===== config.mk =====
export PLATFORM = sky130hd
export DESIGN_NAME = dualrole_pwr_ctl
export DESIGN_NICKNAME = d
export VERILOG_FILES = /design/src/rtl/dualrole_pkg.sv /design/src/rtl/vbus_filter.sv /design/src/rtl/role_sess_ctl.sv /design/src/rtl/pin_drive.sv /design/src/rtl/dualrole_pwr_ctl.sv
export SDC_FILE = /design/constraint.sdc
export NUM_CORES = 1
export LEC_CHECK = 0
export ABC_AREA = 1
export CAP_MARGIN = 20
export CORE_UTILIZATION = 35
export CTS_CLUSTER_DIAMETER = 40
export DETAILED_ROUTE_END_ITERATION = 7
export DONT_BUFFER_PORTS = 1
export HOLD_SLACK_MARGIN = 0.02
export PLACE_DENSITY_LB_ADDON = 0.3
export SLEW_MARGIN = 40
export SYNTH_ARGS = -nofsm -noshare
export SYNTH_HDL_FRONTEND = slang
export SYNTH_SLANG_ARGS = --single-unit

===== constraint.sdc =====
create_clock -name clk -period 1.85 [get_ports clk]
set_input_delay 0.185 -clock clk [delete_from_list [all_inputs] [get_ports clk]]
set_output_delay 0.185 -clock clk [all_outputs]
set_load 0.1 [all_outputs]

===== src/rtl/dualrole_pkg.sv =====
package dualrole_pkg;
  typedef enum logic {
    ROLE_DEV  = 1'b0,
    ROLE_HOST = 1'b1
  } role_e;

  typedef struct packed {
    logic vbus_drv;
    logic dp_pu;
    logic dp_pd;
    logic dm_pd;
  } term_t;

  localparam term_t TERM_OFF = '{vbus_drv: 1'b0, dp_pu: 1'b0, dp_pd: 1'b0, dm_pd: 1'b0};
endpackage


===== src/rtl/vbus_filter.sv =====
module vbus_filter #(
  parameter int SYNC_STAGES = 2,
  parameter int DEB_LEN     = 16
) (
  input  logic clk,
  input  logic rst,
  input  logic raw_i,
  output logic ok_o
);
  localparam int CW = $clog2(DEB_LEN + 1);

  logic [SYNC_STAGES-1:0] sync_q;
  logic [CW-1:0]          cnt_q;
  logic                   ok_q;
  logic                   synced;

  generate
    if (SYNC_STAGES == 1) begin : g_one
      always_ff @(posedge clk) begin
        if (rst) sync_q <= '0;
        else     sync_q <= raw_i;
      end
    end else begin : g_chain
      always_ff @(posedge clk) begin
        if (rst) sync_q <= '0;
        else     sync_q <= {sync_q[SYNC_STAGES-2:0], raw_i};
      end
    end
  endgenerate

  assign synced = sync_q[SYNC_STAGES-1];

  always_ff @(posedge clk) begin
    if (rst) begin
      cnt_q <= '0;
      ok_q  <= 1'b0;
    end else if (synced == ok_q) begin
      cnt_q <= '0;
    end else if (cnt_q == CW'(DEB_LEN - 1)) begin
      cnt_q <= '0;
      ok_q  <= synced;
    end else begin
      cnt_q <= cnt_q + 1'b1;
    end
  end

  assign ok_o = ok_q;
endmodule


===== src/rtl/role_sess_ctl.sv =====
module role_sess_ctl
  import dualrole_pkg::*;
(
  input  logic  clk,
  input  logic  rst,
  input  logic  role_req_i,
  input  logic  start_i,
  input  logic  end_i,
  input  logic  vbus_ok_i,
  output role_e role_o,
  output logic  gap_o,
  output logic  sess_o
);
  role_e role_q;
  logic  gap_q;
  logic  sess_q;
  logic  switch_ok;
  logic  dev_lost;

  assign switch_ok = (role_e'(role_req_i) != role_q) && !sess_q && !gap_q;
  assign dev_lost  = (role_q == ROLE_DEV) && !vbus_ok_i;

  always_ff @(posedge clk) begin
    if (rst) begin
      role_q <= ROLE_DEV;
      gap_q  <= 1'b0;
    end else begin
      gap_q <= switch_ok;
      if (switch_ok) role_q <= role_e'(role_req_i);
    end
  end

  always_ff @(posedge clk) begin
    if (rst)                    sess_q <= 1'b0;
    else if (end_i || dev_lost) sess_q <= 1'b0;
    else if (start_i)           sess_q <= 1'b1;
  end

  assign role_o = role_q;
  assign gap_o  = gap_q;
  assign sess_o = sess_q;
endmodule


===== src/rtl/pin_drive.sv =====
module pin_drive
  import dualrole_pkg::*;
(
  input  logic  clk,
  input  logic  rst,
  input  role_e role_i,
  input  logic  gap_i,
  input  logic  sess_i,
  input  logic  vbus_ok_i,
  output term_t term_o,
  output logic  in_tx_o,
  output logic  out_tx_o
);
  term_t term_d;
  term_t term_q;
  logic  in_tx_q;
  logic  out_tx_q;

  always_comb begin
    term_d = TERM_OFF;
    if (!gap_i) begin
      if (role_i == ROLE_HOST) begin
        term_d.vbus_drv = sess_i;
        term_d.dp_pd    = 1'b1;
        term_d.dm_pd    = 1'b1;
      end else begin
        term_d.dp_pu    = vbus_ok_i;
      end
    end
  end

  always_ff @(posedge clk) begin
    if (rst) begin
      term_q   <= TERM_OFF;
      in_tx_q  <= 1'b1;
      out_tx_q <= 1'b0;
    end else begin
      term_q   <= term_d;
      in_tx_q  <= (role_i == ROLE_DEV);
      out_tx_q <= (role_i == ROLE_HOST);
    end
  end

  assign term_o   = term_q;
  assign in_tx_o  = in_tx_q;
  assign out_tx_o = out_tx_q;
endmodule


===== src/rtl/dualrole_pwr_ctl.sv =====
module dualrole_pwr_ctl
  import dualrole_pkg::*;
#(
  parameter int SYNC_STAGES = 2,
  parameter int DEB_LEN     = 16
) (
  input  logic clk,
  input  logic rst,
  input  logic mode_host_i,
  input  logic sess_start_i,
  input  logic sess_end_i,
  input  logic phy_vbus_valid_i,
  output logic vbus_drv_o,
  output logic dp_pullup_o,
  output logic dp_pulldn_o,
  output logic dm_pulldn_o,
  output logic session_o,
  output logic in_uses_tx_o,
  output logic out_uses_tx_o
);
  logic  vbus_ok;
  role_e role_q;
  logic  gap_q;
  logic  sess_q;
  term_t term;

  vbus_filter #(.SYNC_STAGES(SYNC_STAGES), .DEB_LEN(DEB_LEN)) u_filter (
    .clk   (clk),
    .rst   (rst),
    .raw_i (phy_vbus_valid_i),
    .ok_o  (vbus_ok)
  );

  role_sess_ctl u_role (
    .clk        (clk),
    .rst        (rst),
    .role_req_i (mode_host_i),
    .start_i    (sess_start_i),
    .end_i      (sess_end_i),
    .vbus_ok_i  (vbus_ok),
    .role_o     (role_q),
    .gap_o      (gap_q),
    .sess_o     (sess_q)
  );

  pin_drive u_pins (
    .clk       (clk),
    .rst       (rst),
    .role_i    (role_q),
    .gap_i     (gap_q),
    .sess_i    (sess_q),
    .vbus_ok_i (vbus_ok),
    .term_o    (term),
    .in_tx_o   (in_uses_tx_o),
    .out_tx_o  (out_uses_tx_o)
  );

  assign vbus_drv_o  = term.vbus_drv;
  assign dp_pullup_o = term.dp_pu;
  assign dp_pulldn_o = term.dp_pd;
  assign dm_pulldn_o = term.dm_pd;
  assign session_o   = sess_q;
endmodule


; ---- Word-level counts from Yosys, hierarchy flattened
; Cells that the tools add are included.
; W data, S select, Z words.
[word_totals]
regBits = 17
out_inout_bits = 7
word_cells = 32
[classes]
addsub = 1
eq_ne = 3
n_mux = 1
n_bitwise = 2
n_reduce_logical = 13
[ops]
columns = op, n
row1 = $reduce_or A3 Y1, 3
row2 = $add A5 B1 Y5 const B, 1
row3 = $eq A5 B4 Y1 const B, 1
row4 = $reduce_or A2 Y1, 2
row5 = $logic_and A1 B1 Y1, 3
row6 = $logic_not A1 Y1, 3
row7 = $mux W2, 1
row8 = $not A1 Y1, 2
row9 = $reduce_and A2 Y1, 1
row10 = $eq A1 B1 Y1, 1
row11 = $logic_or A1 B1 Y1, 1
row12 = $ne A1 B1 Y1, 1

; ---- Logic depth before layout (Yosys ltp)
; Gate-level depths: netlist of run 1.
[logic_depth]
word_depth = 4
mapped_depth = 7

; ---- Cells and area by module
; Synthesis of run 1 repeated with hierarchy kept, for this count alone.
[hier_totals]
hier_cells = 75
area_unflattened_um2 = 600.6
[by_module_without_submodules]
columns = module, instances, cells_per_inst, area_per_inst_um2
row1 = vbus_filter, 1, 36, 309.0
row2 = pin_drive, 1, 19, 158.9
row3 = role_sess_ctl, 1, 20, 132.6

; ---- Worst setup path before layout of run 1
; OpenSTA, ideal clock, no wires.
[synth_timing]
path_kind = flip-flop to output port
from = register, netlist name u_pins.term_o[0]
to = output dp_pulldn_o
t_arrival_ns = 1.356
slack_ns = 0.309
stages_incl_launch_ff = 2
path_buffers = 1
cell_sequence = dfxtp_1 buf_4
[synth_rtl]
columns = item, line
row1 = "end, declared", dualrole_pwr_ctl.sv:15  ; output logic dp_pulldn_o,

; ---- Worst setup path after layout of run 1
[layout_timing]
from = register u_filter.cnt_q[0]
to = register u_filter.cnt_q[3]
[layout_via]
elab_chain_cells = 2
word_cells_on_any_way = 3
cone_classes = 1 x add/sub / 1 x eq/ne / 1 x reduce/logical
[layout_rtl]
columns = item, line
row1 = "start, declared", vbus_filter.sv:13  ; logic [CW-1:0] cnt_q;
row2 = "start signal, assigned", vbus_filter.sv:43  ; cnt_q <= cnt_q + 1'b1;
row3 = branches (longest 2 deep; another with $add A5 B1 Y5), --
; Several ways; the timed one is not identified.
; A chain may end at the register's enable or synchronous reset.

==> reports/summary.txt, run 1 <==
status: finished clean
RD Place Congestion: 0.726
n_diodes: 0
Logic pwr share: 11.9%
Power Dens Cells: 883 nW/µm²
via count: 409
initial antenna violation count: 0
critical path type: reg2reg
vias in the first global route: 424
dominant cells by area after synthesis: dfxtp_1, nor2_1, inv_1
VDD IR-drop max: 0.466 mV
DIE WIDTH: 42.6 µm
RSZ-0062 raised after global routing: no
Tightest Hold Check Type: in2reg
pin count of the biggest net entering global routing: 9
H-tree Lvls: 1
CP peak stage delay: 0.34 ns
drt via density: 4.65
gr usage total: 13.2%
Die Area: 1820 µm²
cell area after synthesis: 578 µm²
worst hold stages: 2
cell with the most instances on the worst path: ha_1
worst slew pin tran: 0.545 ns
Mapped Cells: 61
crit path time final: 1.30 ns
R2R cell count: 7
Sw Share: 26.3%
sequential fraction of the synthesis area: 55.4%
Ports: 13
Int Power: 448 µW
max cap viols: 0
Clock Power Share: 28.4%
slowest stage cell, crit path: dfxtp_1
area grow syn2layout: 19.3%
layout cell share with drive strength beyond 1: 30.6%
fin crit share: 70.5%
initial core utilization: 37.9%
Leak: 0.293 nW
post-synth top area cell: dfxtp_1
CP cell instances: ha_1 -> nand2_1 -> nor2_1 -> ha_1 -> nor2_2 -> nand3_2 -> a21oi_2
Hold Path Origin: mode_host_i
Port Buf Inserts: 0
CP required: 2.07 ns
Routed Antenna Nets: 0
CTS tree: done
syn avg cell area: 9.48 µm²
global-route wire length before repair: 1670 µm
Max clock buf depth: 2
DRC Markers: 0
Async S/R FF share, synth: 0%
FMAX: 0.767 GHz
Yosys cell types: 21
final setup TNS: 0 ns
Sink Count: 16
buffer count from post-CTS setup fixing: 0
Core Area: 1520 µm²
Clock Latency Late Sink: 0.28 ns
nets: 82
First DRT Iteration DRCs: 7
crit end category: flip-flop
number of synthesized register bits: 16
WP data arrival: 1.53 ns
root buffer cell: clkbuf_4
Crit Path Max Fanout: 5
final wirelength: 867 µm
total grt overflow: 0
PostCTS Resize Cnt: 0
Synth Net Count: 69
hpwl dp: 616 µm
CP Launch Point: u_filter.cnt_q[0]
FP Rows: 14
final hold violations: 0
Final Setup Violations: 0
max-slew violations: 0
top-area cell type share of the netlist area: 55.4%
worst clock skew: 0.00357 ns
CP top delay family: adder cells
Num CTS Buffers: 3
synth warn: 0
P_sw: 160 µW
commonest cells in the netlist: dfxtp_1, nor2_1, inv_1
CP Depth: 7
sequential power share: 59.7%
Slew Limit Headroom: 64.0%
Reg2Reg Launch Point: u_filter.cnt_q[0]
Clk pin slew, worst setup/hold paths: 0.08 ns
Avg WL per Cell: 9.85 µm
hold buffer count at CTS: 3
number of flops mapped to enable cells by yosys: 0
CP bufs+invs: 0
DR pass1 iterations: 4
CP Launch Type: flip-flop
Util after Layout: 45.2%
die height: 42.6 µm
dominant synthesized flop cell: dfxtp_1
most common cell in the netlist: dfxtp_1
[cell usage in the layout (no fill, tap or decap)]
master and count:
a21oi_1 1, a21oi_2 1, buf_4 6, clkbuf_4 3
dfxtp_1 15, dfxtp_2 1, dlygate4sd3_1 3, ha_1 2
inv_1 7, inv_2 3, nand2_1 5, nand2_4 1
nand3_1 2, nand3_2 1, nand4_1 1, nor2_1 9
nor2_2 2, nor3_2 2, nor3b_2 1, nor4_1 1
o21ai_0 1, o21ai_1 2, o21ai_2 1, xnor2_1 1
[power by group through the flow]
stage / logic (mW) / clock network [mW] / registers, mW
after global routing: 0.0779 / 0.207 / 0.365
after floorplan: 0.0299 / 0 / 0.399
after global placement: 0.0657 / 0 / 0.371
final: 0.0723 / 0.173 / 0.363
after detailed placement: 0.0663 / 0 / 0.372
after CTS: 0.0729 / 0.186 / 0.364
[routing by layer]
metal  routed length (µm)  GRT usage, %  vias to the layer above
met1                  391          14.1                      180
met3                   51          6.03                        4
met2                  392          18.5                        9
met4                   32          13.1                        0
li1                     -             -                      216
met5                    0             0                        -
[sequential cells by signal, summed over array words and instances, names as in the netlist]
name	flops
u_filter.cnt_q	5
u_pins.term_o	3
u_filter.sync_q	2
u_filter.ok_o	1
u_pins.in_tx_o	1
u_pins.out_tx_o	1
u_role.gap_o	1
u_role.role_o	1
u_role.sess_o	1
[cell families after synthesis]
| family | after synthesis | synth area share, % |
|---|---|---|
| compound gates | 6 | 6.49 |
| xor+xnor | 1 | 1.52 |
| flops | 16 | 55.4 |
| buf+inv | 11 | 7.79 |
| simple gates | 25 | 24.5 |
| fa+ha+maj | 2 | 4.33 |
[area by class of cell]
class / count / area, µm²
fillers: 157 / 835
flip-flops and latches: 16 / 322
multi-input cells: 34 / 213
repair buffers: 9 / 75.1
inverters: 10 / 37.5
clock buffers: 3 / 22.5
well taps: 16 / 20.0
[final timing paths]
kind                                            to  slack [ns]
worst max-delay path             u_filter.cnt_q[3]        0.55
worst min-delay path                 u_role.role_o        0.05
worst max register to register   u_filter.cnt_q[3]        0.55
worst min register to register  u_filter.sync_q[1]        0.42
[metrics by stage]
stage               std cells  setup slack, ns  instance area (µm²)  power, mW  hold WS, ns
floorplan                  61            0.309                  578      0.428        0.255
global placement           82            0.579                  637      0.437        0.255
detailed placement         82            0.555                  637      0.438        0.257
CTS                        88            0.530                  689      0.623       0.0358
global route               88            0.406                  689      0.650       0.0370
finish                     88            0.546                  689      0.609       0.0481
(Power assumes the default switching activity.)
==> run 2: changes to the inputs <==
- clock period: 1.85 -> 1.2 ns (I/O delays scaled with it)
==> run 2 against run 1 <==
Register-to-register slack got worse by 0.49 ns. Non-clock buffer count increased by 6. Die area unchanged. Sequential cell count unchanged. Critical path depth decreased by 1. Sequential power increased by 55%.
==> reports/summary.txt, run 2 (synthesized netlist as in run 1, its figures left out) <==
VDD IR-drop max: 0.818 mV (+76%)
WP data arrival: 1.31 ns (-0.22 ns)
n_diodes: 0 (unchanged)
Avg WL per Cell: 11.0 µm (+12%)
layout cell share with drive strength beyond 1: 43.0% (+12 points)
Reg2Reg Launch Point: u_filter.cnt_q[0]
Slew Limit Headroom: 81.6% (+18 points)
drt via density: 4.61 (-0.80%)
Max clock buf depth: 2 (unchanged)
Ports: 13 (unchanged)
Core Area: 1520 µm² (unchanged)
worst clock skew: 0.00865 ns (+0.00509 ns)
FP Rows: 14 (unchanged)
worst slew pin tran: 0.278 ns (-0.267 ns)
R2R setup slack: 0.06 ns (-0.49 ns)
Setup crit end: u_filter.ok_o
filler instances: 143 (-8.9%)
R2R Path End: u_filter.ok_o
DRC Markers: 0 (unchanged)
buffer count from post-CTS setup fixing: 0 (unchanged)
Port Buf Inserts: 0 (unchanged)
initial antenna violation count: 0 (unchanged)
area grow syn2layout: 42.2%
max reg flops: 5 (unchanged)
Leak: 0.334 nW (+14%)
Num CTS Buffers: 3 (unchanged)
DP Worst Slack: -0.0695 ns (-0.625 ns)
Power Dens Cells: 1270 nW/µm² (+44%)
nets: 88 (+7.3%)
final wirelength: 1050 µm (+21%)
critical path type: reg2reg
First DRT Iteration DRCs: 6 (-1)
CP Launch Type: flip-flop
FMAX: 0.874 GHz (+14%)
Largest Register: u_filter.cnt_q
Tightest Hold Check Type: in2reg
Final Setup Violations: 0 (unchanged)
via count: 438 (+7.1%)
vias in the first global route: 434 (+2.4%)
R2R cell count: 6 (-1)
worst hold slack: 0.0394 ns (-0.00868 ns)
H-tree Lvls: 1 (unchanged)
Routed Antenna Nets: 0 (unchanged)
total grt overflow: 0 (unchanged)
RD Place Congestion: 0.760 (+4.7%)
CTS tree: done
crit path time final: 1.14 ns (-0.160 ns)
final hold violations: 0 (unchanged)
Clk pin slew, worst setup/hold paths: 0.09 ns (about the same)
max cap viols: 0 (unchanged)
fin crit share: 95.4% (+25 points)
most frequent cells in the layout: dfxtp_1, buf_4, inv_1, nor2_1, dlygate4sd3_1
Crit Path Max Fanout: 3 (-2)
hpwl dp: 697 µm (+13%)
root buffer cell: clkbuf_4
final setup TNS: 0 ns (unchanged)
Sink Count: 16 (unchanged)
Clock Latency Late Sink: 0.28 ns (about the same)
gr usage total: 14.1% (+0.87 points)
DR pass1 iterations: 3 (-1)
status: finished clean
max-slew violations: 0 (unchanged)
global-route wire length before repair: 1830 µm (+9.5%)
Util after Layout: 53.9% (+8.7 points)
Die Area: 1820 µm² (unchanged)
die height: 42.6 µm (unchanged)
pin count of the biggest net entering global routing: 10 (+1)
CP required: 1.37 ns (-0.70 ns)
initial core utilization: 37.9% (unchanged)
crit end category: flip-flop
DIE WIDTH: 42.6 µm (unchanged)
most common cell after layout, fill and taps aside: dfxtp_1
final setup margin: 0.0555 ns (-0.490 ns)
CP Launch Point: u_filter.cnt_q[0]
run 2: cell count changes in the layout (fill, tap and decap cells not counted):
cell	before	now
nand3_4	0	1
buf_4	6	8
nand2_2	0	1
ha_1	2	0
nand2_1	5	4
nor2_4	0	2
nor2_1	9	7
buf_12	0	1
dfxtp_2	1	4
dfxtp_1	15	12
nand3_2	1	0
ha_4	0	2
clkbuf_8	0	1
dlygate4sd3_1	3	6
run 2: layout make-up:
cell class / count / area (µm²) / share of cell area [%]
Multi-Input combinational cell: 34 / 263 / 32.0
Tap cell: 16 / 20.0 / 2.44
Clock buffer: 4 / 36.3 / 4.41
Inverter: 10 / 37.5 / 4.57
Sequential cell: 16 / 325 / 39.6
Timing Repair Buffer: 15 / 140 / 17.0
run 2: per-layer routing:
layer	global-route usage, %	share of wire [%]
met4	8.13	0.95
met3	3.88	4.3
met1	16.8	43
met2	22.4	52
met5	0	0
run 2: repair_timing:
action	CTS	global route
cloned	0	0
hold endpoints to repair	7	5
hold buffers	5	1
pin swaps	3	1
resized for setup	7	5
setup endpoints to repair	6	6
run 2: power breakdown:
part | switching (mW) | leakage (nW) | total, mW | internal (mW)
sequential | 0.0155 | 0.132 | 0.563 | 0.547
combinational | 0.0893 | 0.181 | 0.132 | 0.0422
clock | 0.167 | 0.0210 | 0.351 | 0.185
run 2: critical path: stages (launching register included):
cell     delay [ns]
dfxtp_2        0.35
ha_4           0.16
nand2_2        0.07
nor2_4         0.04
ha_4           0.17
o21ai_0        0.19
a21oi_1        0.06
run 2: per-stage QoR:
stage                     area (µm²)  power, mW  instances
after global routing             822       1.09         95
after global placement           673      0.680         85
final                            822       1.05         95
after detailed placement         673      0.683         85
after CTS                        782       1.05         94
after floorplan                  581      0.661         61
run 2: worst min path at each step:
| stage | start | end | slack, ns | cells after the start |
|---|---|---|---|---|
| after floorplan | sess_end_i | u_role.sess_o | 0.18 | 1 |
| after global placement | sess_end_i | u_role.sess_o | 0.18 | 1 |
| after detailed placement | sess_end_i | u_role.sess_o | 0.18 | 1 |
| after CTS | rst | u_filter.cnt_q[3] | 0.03 | 3 |
| after global routing | mode_host_i | u_role.gap_o | 0.07 | 2 |
| final | mode_host_i | u_role.gap_o | 0.04 | 2 |
